## config.mk

```make
export PLATFORM = sky130hd
export DESIGN_NAME = bit_logic_unit
export DESIGN_NICKNAME = d
export VERILOG_FILES = /design/src/rtl/blu_pkg.sv /design/src/rtl/bit_addr_decode.sv /design/src/rtl/bit_eval.sv /design/src/rtl/bit_storage.sv /design/src/rtl/bit_logic_unit.sv
export SDC_FILE = /design/constraint.sdc
export NUM_CORES = 1
export LEC_CHECK = 0
export ABC_AREA = 1
export BUFFER_PORTS_ARGS = -buffer_cell sky130_fd_sc_hd__buf_4
export CORE_UTILIZATION = 25
export DETAILED_ROUTE_END_ITERATION = 8
export PLACE_DENSITY = 0.36
export SYNTH_ARGS = -nofsm -noshare
export SYNTH_HDL_FRONTEND = slang
export SYNTH_SLANG_ARGS = --single-unit
```

## constraint.sdc

```tcl
create_clock -name clk -period 2.81 [get_ports clk]
set_input_delay 0.1405 -clock clk [delete_from_list [all_inputs] [get_ports clk]]
set_output_delay 0.1405 -clock clk [all_outputs]
set_load 0.01 [all_outputs]
```

## src/rtl/blu_pkg.sv

```systemverilog
// Shared types for the single-bit Boolean processor.
// Assumes a 5-bit op code; codes outside the enum behave as no-ops.
package blu_pkg;

    typedef enum logic [4:0] {
        OP_NOP    = 5'd0,
        OP_CLR_C  = 5'd1,
        OP_SET_C  = 5'd2,
        OP_CPL_C  = 5'd3,
        OP_CLR_B  = 5'd4,
        OP_SET_B  = 5'd5,
        OP_CPL_B  = 5'd6,
        OP_ANL_B  = 5'd7,
        OP_ANL_NB = 5'd8,
        OP_ORL_B  = 5'd9,
        OP_ORL_NB = 5'd10,
        OP_MOV_CB = 5'd11,
        OP_MOV_BC = 5'd12,
        OP_JC     = 5'd13,
        OP_JNC    = 5'd14,
        OP_JB     = 5'd15,
        OP_JNB    = 5'd16,
        OP_JBC    = 5'd17
    } blu_op_e;

    typedef struct packed {
        logic carry_nxt;
        logic wr_en;
        logic wr_val;
        logic taken;
    } blu_result_t;

    // Read-modify-write codes read a port's latch, not its pins.
    function automatic logic reads_latch(input logic [4:0] op);
        return (op == OP_CPL_B) || (op == OP_JBC);
    endfunction

endpackage

```

## src/rtl/bit_addr_decode.sv

```systemverilog
// Maps a bit address to its byte address and bit position, and flags
// port and protected-status locations. Purely combinational.
// Assumes SFR-style byte addresses are multiples of eight.
module bit_addr_decode #(
    parameter int AW          = 8,
    parameter int RAM_BASE    = 8'h20,
    parameter int PORT_BYTE   = 8'h90,
    parameter int STATUS_BYTE = 8'hD0,
    parameter int PROT_MASK   = 8'b0100_0101
) (
    input  logic [AW-1:0] addr,
    output logic [AW-1:0] byte_addr,
    output logic [2:0]    bit_pos,
    output logic          is_port,
    output logic          is_protected
);
    localparam logic [AW-1:0] RAM_B  = AW'(RAM_BASE);
    localparam logic [AW-1:0] PORT_B = AW'(PORT_BYTE);
    localparam logic [AW-1:0] STAT_B = AW'(STATUS_BYTE);
    localparam logic [7:0]    PMASK  = 8'(PROT_MASK);

    logic low_region;

    // Region split on the top address bit; byte address per region.
    always_comb begin
        low_region = ~addr[AW-1];
        bit_pos    = addr[2:0];
        if (low_region)
            byte_addr = RAM_B + AW'(addr[AW-2:3]);
        else
            byte_addr = {addr[AW-1:3], 3'b000};
        is_port      = ~low_region && (byte_addr == PORT_B);
        is_protected = ~low_region && (byte_addr == STAT_B) && PMASK[bit_pos];
    end

endmodule

```

## src/rtl/bit_eval.sv

```systemverilog
// Combinational evaluator: given op, carry and the source bit value it
// returns the next carry, the bit write request and the jump outcome.
// Assumes the caller applies protection and the valid strobe.
module bit_eval
    import blu_pkg::*;
(
    input  logic [4:0]  op,
    input  logic        carry_in,
    input  logic        src_bit,
    output blu_result_t res
);
    // Decode the operation into carry, write and branch results.
    always_comb begin
        res.carry_nxt = carry_in;
        res.wr_en     = 1'b0;
        res.wr_val    = 1'b0;
        res.taken     = 1'b0;
        case (op)
            OP_CLR_C:  res.carry_nxt = 1'b0;
            OP_SET_C:  res.carry_nxt = 1'b1;
            OP_CPL_C:  res.carry_nxt = ~carry_in;
            OP_CLR_B:  begin res.wr_en = 1'b1; res.wr_val = 1'b0;     end
            OP_SET_B:  begin res.wr_en = 1'b1; res.wr_val = 1'b1;     end
            OP_CPL_B:  begin res.wr_en = 1'b1; res.wr_val = ~src_bit; end
            OP_ANL_B:  res.carry_nxt = carry_in & src_bit;
            OP_ANL_NB: res.carry_nxt = carry_in & ~src_bit;
            OP_ORL_B:  res.carry_nxt = carry_in | src_bit;
            OP_ORL_NB: res.carry_nxt = carry_in | ~src_bit;
            OP_MOV_CB: res.carry_nxt = src_bit;
            OP_MOV_BC: begin res.wr_en = 1'b1; res.wr_val = carry_in; end
            OP_JC:     res.taken = carry_in;
            OP_JNC:    res.taken = ~carry_in;
            OP_JB:     res.taken = src_bit;
            OP_JNB:    res.taken = ~src_bit;
            OP_JBC:    begin res.taken = src_bit; res.wr_en = src_bit; end
            default:   ;
        endcase
    end

endmodule

```

## src/rtl/bit_storage.sv

```systemverilog
// Bit-addressed storage of N_BITS flops, one per bit address. Port bits
// reset to 1, all others to 0. Reads of port bits return the pins unless
// use_latch is set. Assumes SFR bit address equals byte address plus
// bit position.
module bit_storage #(
    parameter int N_BITS    = 256,
    parameter int PORT_BYTE = 8'h90,
    localparam int AW       = $clog2(N_BITS)
) (
    input  logic          clk,
    input  logic          rst_n,
    input  logic [AW-1:0] addr,
    input  logic          use_latch,
    input  logic [7:0]    port_pin,
    input  logic          wr_en,
    input  logic          wr_val,
    output logic          rd_bit,
    output logic [7:0]    port_latch
);
    localparam logic [AW-1:0] PORT_A = AW'(PORT_BYTE);

    logic [N_BITS-1:0] bits;

    for (genvar i = 0; i < N_BITS; i++) begin : g_bit
        localparam logic RST_VAL = (i >= PORT_BYTE) && (i < PORT_BYTE + 8);
        logic q;
        // One stored bit: reset value, then written when addressed.
        always_ff @(posedge clk) begin
            if (!rst_n)
                q <= RST_VAL;
            else if (wr_en && (addr == AW'(i)))
                q <= wr_val;
        end
        assign bits[i] = q;
    end

    logic addr_is_port;

    // Read path with pin/latch selection for the port byte.
    always_comb begin
        addr_is_port = (addr[AW-1:3] == PORT_A[AW-1:3]);
        if (addr_is_port && !use_latch)
            rd_bit = port_pin[addr[2:0]];
        else
            rd_bit = bits[addr];
    end

    assign port_latch = bits[PORT_BYTE +: 8];

    // A write must land on the addressed flop in the next cycle.
    p_write_lands_r3: assert property (@(posedge clk) disable iff (!rst_n)
        wr_en |=> (bits[$past(addr)] == $past(wr_val)));

endmodule

```

## src/rtl/bit_logic_unit.sv

```systemverilog
// Top of the single-bit Boolean processor. Accepts one op per cycle on
// op_valid, updates carry and bit storage at the next edge, and presents
// registered results for one cycle on res_valid.
// Assumes op_code and bit_addr are known whenever op_valid is high.
module bit_logic_unit
    import blu_pkg::*;
#(
    parameter int N_BITS      = 256,
    parameter int RAM_BASE    = 8'h20,
    parameter int PORT_BYTE   = 8'h90,
    parameter int STATUS_BYTE = 8'hD0,
    parameter int PROT_MASK   = 8'b0100_0101
) (
    input  logic       clk,
    input  logic       rst_n,
    input  logic       op_valid,
    input  logic [4:0] op_code,
    input  logic [7:0] bit_addr,
    input  logic [7:0] port_pin,
    output logic       res_valid,
    output logic       carry,
    output logic       branch_taken,
    output logic       bit_we,
    output logic       bit_wdata,
    output logic [7:0] wr_byte_addr,
    output logic [2:0] wr_bit_pos,
    output logic [7:0] port_latch
);
    localparam int AW = $clog2(N_BITS);

    logic [AW-1:0] dec_byte;
    logic [2:0]    dec_pos;
    logic          dec_port;
    logic          dec_prot;
    logic          src_bit;
    logic          carry_q;
    logic          eff_we;
    blu_result_t   res;

    bit_addr_decode #(
        .AW(AW), .RAM_BASE(RAM_BASE), .PORT_BYTE(PORT_BYTE),
        .STATUS_BYTE(STATUS_BYTE), .PROT_MASK(PROT_MASK)
    ) u_dec (
        .addr(bit_addr), .byte_addr(dec_byte), .bit_pos(dec_pos),
        .is_port(dec_port), .is_protected(dec_prot)
    );

    bit_eval u_eval (
        .op(op_code), .carry_in(carry_q), .src_bit(src_bit), .res(res)
    );

    // Gate the write by the strobe and the status-bit protection.
    always_comb eff_we = op_valid && res.wr_en && !dec_prot;

    bit_storage #(.N_BITS(N_BITS), .PORT_BYTE(PORT_BYTE)) u_store (
        .clk(clk), .rst_n(rst_n), .addr(bit_addr),
        .use_latch(reads_latch(op_code)), .port_pin(port_pin),
        .wr_en(eff_we), .wr_val(res.wr_val),
        .rd_bit(src_bit), .port_latch(port_latch)
    );

    // Carry register and registered result outputs.
    always_ff @(posedge clk) begin
        if (!rst_n) begin
            carry_q      <= 1'b0;
            res_valid    <= 1'b0;
            branch_taken <= 1'b0;
            bit_we       <= 1'b0;
            bit_wdata    <= 1'b0;
            wr_byte_addr <= '0;
            wr_bit_pos   <= '0;
        end else begin
            res_valid <= op_valid;
            if (op_valid) begin
                carry_q      <= res.carry_nxt;
                branch_taken <= res.taken;
                bit_we       <= eff_we;
                bit_wdata    <= eff_we & res.wr_val;
                wr_byte_addr <= dec_byte;
                wr_bit_pos   <= dec_pos;
            end else begin
                branch_taken <= 1'b0;
                bit_we       <= 1'b0;
                bit_wdata    <= 1'b0;
            end
        end
    end

    assign carry = carry_q;

    // Protected status bits never see a write.
    p_status_protect_r8: assert property (@(posedge clk) disable iff (!rst_n)
        (op_valid && dec_prot) |=> !bit_we);

    // Carry-only ops never write a bit.
    p_carry_ops_no_we_r9: assert property (@(posedge clk) disable iff (!rst_n)
        (op_valid && (op_code == OP_CLR_C || op_code == OP_SET_C ||
                      op_code == OP_CPL_C)) |=> !bit_we);

    // Bit-targeted ops leave carry alone.
    p_bit_ops_keep_carry_r9: assert property (@(posedge clk) disable iff (!rst_n)
        (op_valid && (op_code == OP_CLR_B || op_code == OP_SET_B ||
                      op_code == OP_CPL_B || op_code == OP_MOV_BC ||
                      op_code == OP_JBC)) |=> $stable(carry_q));

    // Test-and-clear on a set, unprotected bit jumps and clears it.
    p_jbc_clears_r7: assert property (@(posedge clk) disable iff (!rst_n)
        (op_valid && op_code == OP_JBC && src_bit && !dec_prot)
        |=> (branch_taken && bit_we && !bit_wdata));

    // No result without a request.
    p_idle_quiet_r12: assert property (@(posedge clk) disable iff (!rst_n)
        !op_valid |=> (!res_valid && !bit_we && $stable(carry_q)));

endmodule

```

==> out/summary.txt, run 1 <==
CTS tree: built
r2r worst-path depth: 20
count of max-cap constraint violations: 0
end point of the critical path: u_store.g_bit[83].q
Slew HR: 17.1%
Gate Count Post-Synth: 2692
flop2flop setup slack: 260 ps
Sw Share: 28.1%
VDD IR-drop max: 0.374 mV
GP Congestion: 0.799
CTS sink cnt: 272
commonest non-fill, non-tap cell in the layout: nand2_1
Avg Inst Size Synth: 5.97 um2
sequential area share after synthesis: 33.9%
Num CTS Buffers: 38
placed cell area: 18400 um2
RR Startpoint: u_store.g_bit[176].q
die height: 255 um
status: completed
die area: 65300 um2
Synthesized Nets: 2716
# IOs: 48
Final Critical Period: 2560 ps
arrival time worst endpoint: 3040 ps
antenna diode count: 0
Setup Viol. Count Final: 0
initial core utilization: 25.4%
drt total wl: 69600 um
Comb pwr share: 11.3%
Detailed Place HPWL: 44200 um
final hold vios: 0
# rows: 92
Slew Limit Fails: 0
Synth cell types: 30
Seq pwr share: 39.7%
Root Buffer: clkbuf_16
most frequent cells in the layout: 909 x nand2_1, 389 x nor2_1, 301 x nand3_1
H-Tree Depth: 2
measured slew at the worst slew-check pin: 1240 ps
leakage power: 7.54 nW
Final TNS setup: 0 ps
Min-Delay Path Class: input port to flip-flop
pin count of the biggest net entering global routing: 98
Layout Nets: 2749
FF+latch count, synth: 272
Total GRT Usage: 21.0%
Worst EP required: 3290 ps
synthesized cell area: 16100 um2
unrepaired setup endpoints after global routing: false
P_int: 0.00702 W
Yosys Warn Count: 0
clock power share: 49.0%
# DRC: 0
drt first pass iters: 8
vias in the first global route: 16700
routed length per instance: 19.4 um
Final Cell Area: 19700 um2
layout cells sized above 1: 10.8%
final core utilization: 31.1%
Worst Hold Margin: 54.5 ps
Syn-to-layout area delta: 22.6%
fmax: 0.391 GHz
CP Class: input port to flip-flop
Worst Setup SP: bit_addr[7]
final setup skew: 14.2 ps
die width: 255 um
clk slew on worst S/H paths: 50 ps
period utilization: 90.9%
Worst setup EP type: flip-flop
CP Max Fanout: 16
Final ANT Viol Nets: 0
DRT iter0 DRCs: 1316
power density cells: 496 nW/um2
worst skew pair latency: 570 ps
clk buf depth: 3
Vias: 18000
sw power: 0.00274 W
RR Endpoint: u_store.g_bit[79].q
first-pass GRT wire length: 106000 um
initial antenna violation count: 1
Via density: 5.02
total gr overflow: 0
port bufs: 47
Startpoint Class: input port
core area: 63300 um2
## Yosys cell counts
library cell	n	area share [%]
nand2_1	910	21
nor2_1	392	9.2
nand3_1	302	9.4
dfxtp_1	272	34
a21oi_1	207	6.4
nand4_1	203	7.9
clkbuf_1	103	2.4
inv_1	93	2.2
buf_2	84	2.6
buf_1	27	0.63
o21ai_0	26	0.81
o21ai_1	21	0.65
buf_4	13	0.61
buf_6	13	0.91
a22oi_1	4	0.19
inv_2	4	0.093
nand2_2	2	0.078
nor2_2	2	0.078
o211ai_1	2	0.093
o31ai_1	2	0.093
a2111oi_0	1	0.055
a211oi_1	1	0.047
a31oi_1	1	0.039
a32o_1	1	0.062
buf_8	1	0.093
clkinv_1	1	0.023
nor3_1	1	0.031
nor4_1	1	0.039
o32ai_1	1	0.055
or3_1	1	0.039
## worst min path at each step
stage	start	endpoint	slack, ps	cells past startpoint
2_1_floorplan	bit_addr[7]	wr_byte_addr[1]	250	1
3_3_place_gp	u_store.g_bit[208].q	u_store.g_bit[208].q	420	2
3_5_place_dp	u_store.g_bit[214].q	u_store.g_bit[214].q	420	2
4_1_cts	op_code[4]	carry	30	6
5_1_grt	bit_addr[3]	wr_byte_addr[0]	100	4
6_report	bit_addr[3]	wr_byte_addr[0]	50	4
## what timing repair did
action,CTS,global route
gates resized for setup,0,5
hold endpoints to repair,15,0
endpoints found under the setup margin,0,236
hold buffers,6,0
buffers inserted,0,1
## sequential cells by signal, summed over array words and instances (netlist names)
name and flops:
bit_wdata 1, bit_we 1, branch_taken 1, carry 1, res_valid 1, u_store.g_bit.q 256, wr_bit_pos 3, wr_byte_addr 8
## power groups by stage
stage | registers, W | logic (W) | clock network [W]
4_1_cts | 0.00387 | 0.00111 | 0.00492
6_report | 0.00388 | 0.00111 | 0.00478
3_3_place_gp | 0.00396 | 0.00110 | 0
2_1_floorplan | 0.00396 | 0.000500 | 0
5_1_grt | 0.00387 | 0.00118 | 0.00506
3_5_place_dp | 0.00396 | 0.00110 | 0
## kinds of logic (layout without fill, tap and decap cells)
family          after synthesis  count (layout)  share of synthesized area, %
compound gates              267             267                          8.54
flops                       272             272                          33.9
simple gates               1814            1814                          48.0
buf+inv                     339             395                          9.56
## stage by stage
step	power [W]	worst slack, ps	cells
after CTS	0.00991	136	3593
after global placement	0.00506	-257	3524
after global routing	0.0101	45.3	3594
after detailed placement	0.00506	-265	3524
after floorplan	0.00446	622	2692
final	0.00976	254	3594
## area by class of cell
class	count	area [um2]
sequential	272	5450
fill	6956	43600
tap	846	1060
clock inverter	6	30.0
timing repair buffer	234	2500
multi-input combinational	2081	9130
inverter	98	374
clock buffer	57	1160
## worst max-delay path, cell delays in order
cell	delay (ps)
dlygate4sd3_1	520
buf_4	110
inv_1	60
nor2_1	100
buf_4	150
inv_1	60
nor2_1	120
nand4_1	100
buf_4	170
or3_1	450
buf_4	170
nand2_2	70
nand2_1	80
nand2_4	140
buf_12	180
buf_12	160
nand4_1	90
a21oi_1	150
## per-layer routing
layer,wire length (um),vias to the layer above,GRT usage [%],part of all wire (%)
met5,0,-,0,0
met2,31000,479,33.0,44
met4,2050,0,6.70,2.9
li1,-,8912,-,-
met1,33000,8531,29.1,47
met3,3650,110,3.33,5.2
(Power assumes the default switching activity.)
==> inputs of run 2 (changes only) <==
--- a/config.mk
+++ b/config.mk
@@ -9,7 +9,7 @@
 export BUFFER_PORTS_ARGS = -buffer_cell sky130_fd_sc_hd__buf_4
 export CORE_UTILIZATION = 25
 export DETAILED_ROUTE_END_ITERATION = 8
-export PLACE_DENSITY = 0.36
+export PLACE_DENSITY = 0.49
 export SYNTH_ARGS = -nofsm -noshare
 export SYNTH_HDL_FRONTEND = slang
 export SYNTH_SLANG_ARGS = --single-unit
==> constraint.sdc (replaced) <==
create_clock -name clk -period 3 [get_ports clk]
set_input_delay 0.15 -clock clk [delete_from_list [all_inputs] [get_ports clk]]
set_output_delay 0.15 -clock clk [all_outputs]
set_load 0.01 [all_outputs]
==> out/summary.txt, run 2 (synthesis results as in run 1) <==
worst skew pair latency: 560 ps (about the same)
DRT iter0 DRCs: 1609 (+22%)
most used cell, CP: nand2_1
largest registers: u_store.g_bit.q x256, wr_byte_addr x8, wr_bit_pos x3
clk buf depth: 3 (unchanged)
VDD IR-drop max: 0.296 mV (-21%)
CP Class: input port to flip-flop
Final Cell Area: 19200 um2 (-2.5%)
die height: 255 um (unchanged)
final hold vios: 0 (unchanged)
critical path cell sequence: dlygate4sd3_1, buf_4, inv_1, nor2_2, buf_12, nand2_1, nand2_1, o21ai_1, buf_4, nand2_1, nor2_2, nor2_1, nor2_1, nand2_1, buf_4, nand2_2, nand2_1, nand2_4, buf_4, buf_12, nand4_1, a21oi_1
Largest register FFs: 256 (unchanged)
Startpoint Class: input port
core area: 63300 um2 (unchanged)
total gr overflow: 0 (unchanged)
Root Buffer: clkbuf_16
Final ANT Viol Nets: 0 (unchanged)
initial antenna violation count: 0 (-1)
fin worst setup slack: 250 ps (-4.11 ps)
placed cell area: 17900 um2 (-2.9%)
Detailed Place HPWL: 37000 um (-16%)
die area: 65300 um2 (unchanged)
power density cells: 470 nW/um2 (-5.2%)
# DRC: 0 (unchanged)
layout cells sized above 1: 8.75% (-2.0 points)
antenna diode count: 0 (unchanged)
CP max stage cell: dlygate4sd3_1
fill cell count: 7055 (+1.4%)
drt first pass iters: 6 (-2)
arrival time worst endpoint: 3240 ps (+200 ps)
period utilization: 91.7%
Syn-to-layout area delta: 19.5%
Final Critical Period: 2750 ps
die width: 255 um (unchanged)
measured slew at the worst slew-check pin: 1140 ps (-107 ps)
clk slew on worst S/H paths: 60 ps (about the same)
CTS sink cnt: 272 (unchanged)
leakage power: 7.22 nW (-4.2%)
crit-path max cell delay: 530 ps (about the same)
fmax: 0.364 GHz
Worst setup EP type: flip-flop
Final TNS setup: 0 ps (unchanged)
Setup Viol. Count Final: 0 (unchanged)
vias in the first global route: 16300 (-2.1%)
register bank with the most flops: u_store.g_bit.q
Total GRT Usage: 18.5% (-2.4 points)
GP Congestion: 0.831 (+4.0%)
commonest non-fill, non-tap cell in the layout: nand2_1
drt total wl: 60700 um (-13%)
uppermost layer routed: met4
Layout Nets: 2686 (-2.3%)
footprint of the multi-input gates: 9130 um2 (about the same)
placed cells: 3460 (-1.8%)
H-Tree Depth: 2 (unchanged)
worst slack, placed: -72.6 ps (+192 ps)
first-pass GRT wire length: 96400 um (-8.7%)
Slew HR: 24.2% (+7.1 points)
count of max-cap constraint violations: 0 (unchanged)
Min-Delay Path Class: input port to flip-flop
final setup skew: 24.1 ps (+9.92 ps)
Slew Limit Fails: 0 (unchanged)
Vias: 17600 (-2.6%)
routed length per instance: 17.2 um (-11%)
most frequent cells in the layout: 909 x nand2_1, 386 x nor2_1, 302 x nand3_1
Post-Layout Cell Count: 3531 (-1.8%)
Num CTS Buffers: 36 (-5.3%)
initial core utilization: 25.4% (unchanged)
CTS tree: built
# IOs: 48 (unchanged)
Via density: 4.97 (-0.89%)
status: completed
port bufs: 47 (unchanged)
register area: 5450 um2 (unchanged)
M1 WL: 28500 um (-14%)
final core utilization: 30.3% (-0.77 points)
CP Max Fanout: 25 (+9)
routed wl met2: 26700 um (-14%)
met3 WL: 3900 um (+6.8%)
# rows: 92 (unchanged)
unrepaired setup endpoints after global routing: false
pin count of the biggest net entering global routing: 132 (+35%)
Worst EP required: 3490 ps (+200 ps)
==> run 2: final timing paths <==
path / startpoint / end / slack [ps] / cells after the start
setup reg to reg: u_store.g_bit[130].q / u_store.g_bit[226].q / 410 / 21
hold / removal: op_code[4] / carry / 80 / 6
hold reg to reg: u_store.g_bit[210].q / u_store.g_bit[210].q / 430 / 2
setup / recovery: bit_addr[2] / u_store.g_bit[226].q / 250 / 22
==> run 2: final cells by class <==
class                           count  share of cell area [%]
Clock buffer                       54                    5.83
Tap cell                          846                    5.51
Clock inverter                      7                   0.482
Inverter                           98                    1.95
Sequential cell                   272                    28.4
Timing Repair Buffer              173                    10.3
Multi-Input combinational cell   2081                    47.5
==> run 2: through the flow <==
stage | power [W] | hold slack [ps]
after detailed placement | 0.00461 | 408
after global routing | 0.00935 | 114
final | 0.00903 | 81.5
after CTS | 0.00914 | 61.5
after floorplan | 0.00418 | 255
after global placement | 0.00462 | 411
==> run 2: worst max-delay path: cells and delay by family <==
family / cells / cell delay [ps]
buffers and inverters: 8 / 1610
and+or+nand+nor: 12 / 1090
AOI/OAI and AO/OA: 2 / 350
==> run 2: layer usage <==
layer  vias up  GRT usage, %
met3        97          2.92
met4         0          6.27
met5         -             0
met1      8143          25.8
li1       8787             -
met2       531          29.0
==> run 2: repair_timing <==
item | CTS | global route
resized for setup | 0 | 4
setup buffers | 0 | 0
hold endpoints to repair | 16 | 0
hold buffers | 10 | 0
endpoints found under the setup margin | 0 | 239
==> run 2: where the power goes <==
| part | leakage, nW | total, W | switching (W) | internal, W |
|---|---|---|---|---|
| clock | 0.603 | 0.00447 | 0.00174 | 0.00274 |
| sequential | 2.19 | 0.00363 | 0.00000597 | 0.00362 |
| combinational | 4.43 | 0.000927 | 0.000673 | 0.000254 |
| total | 7.22 | 0.00903 | 0.00242 | 0.00661 |
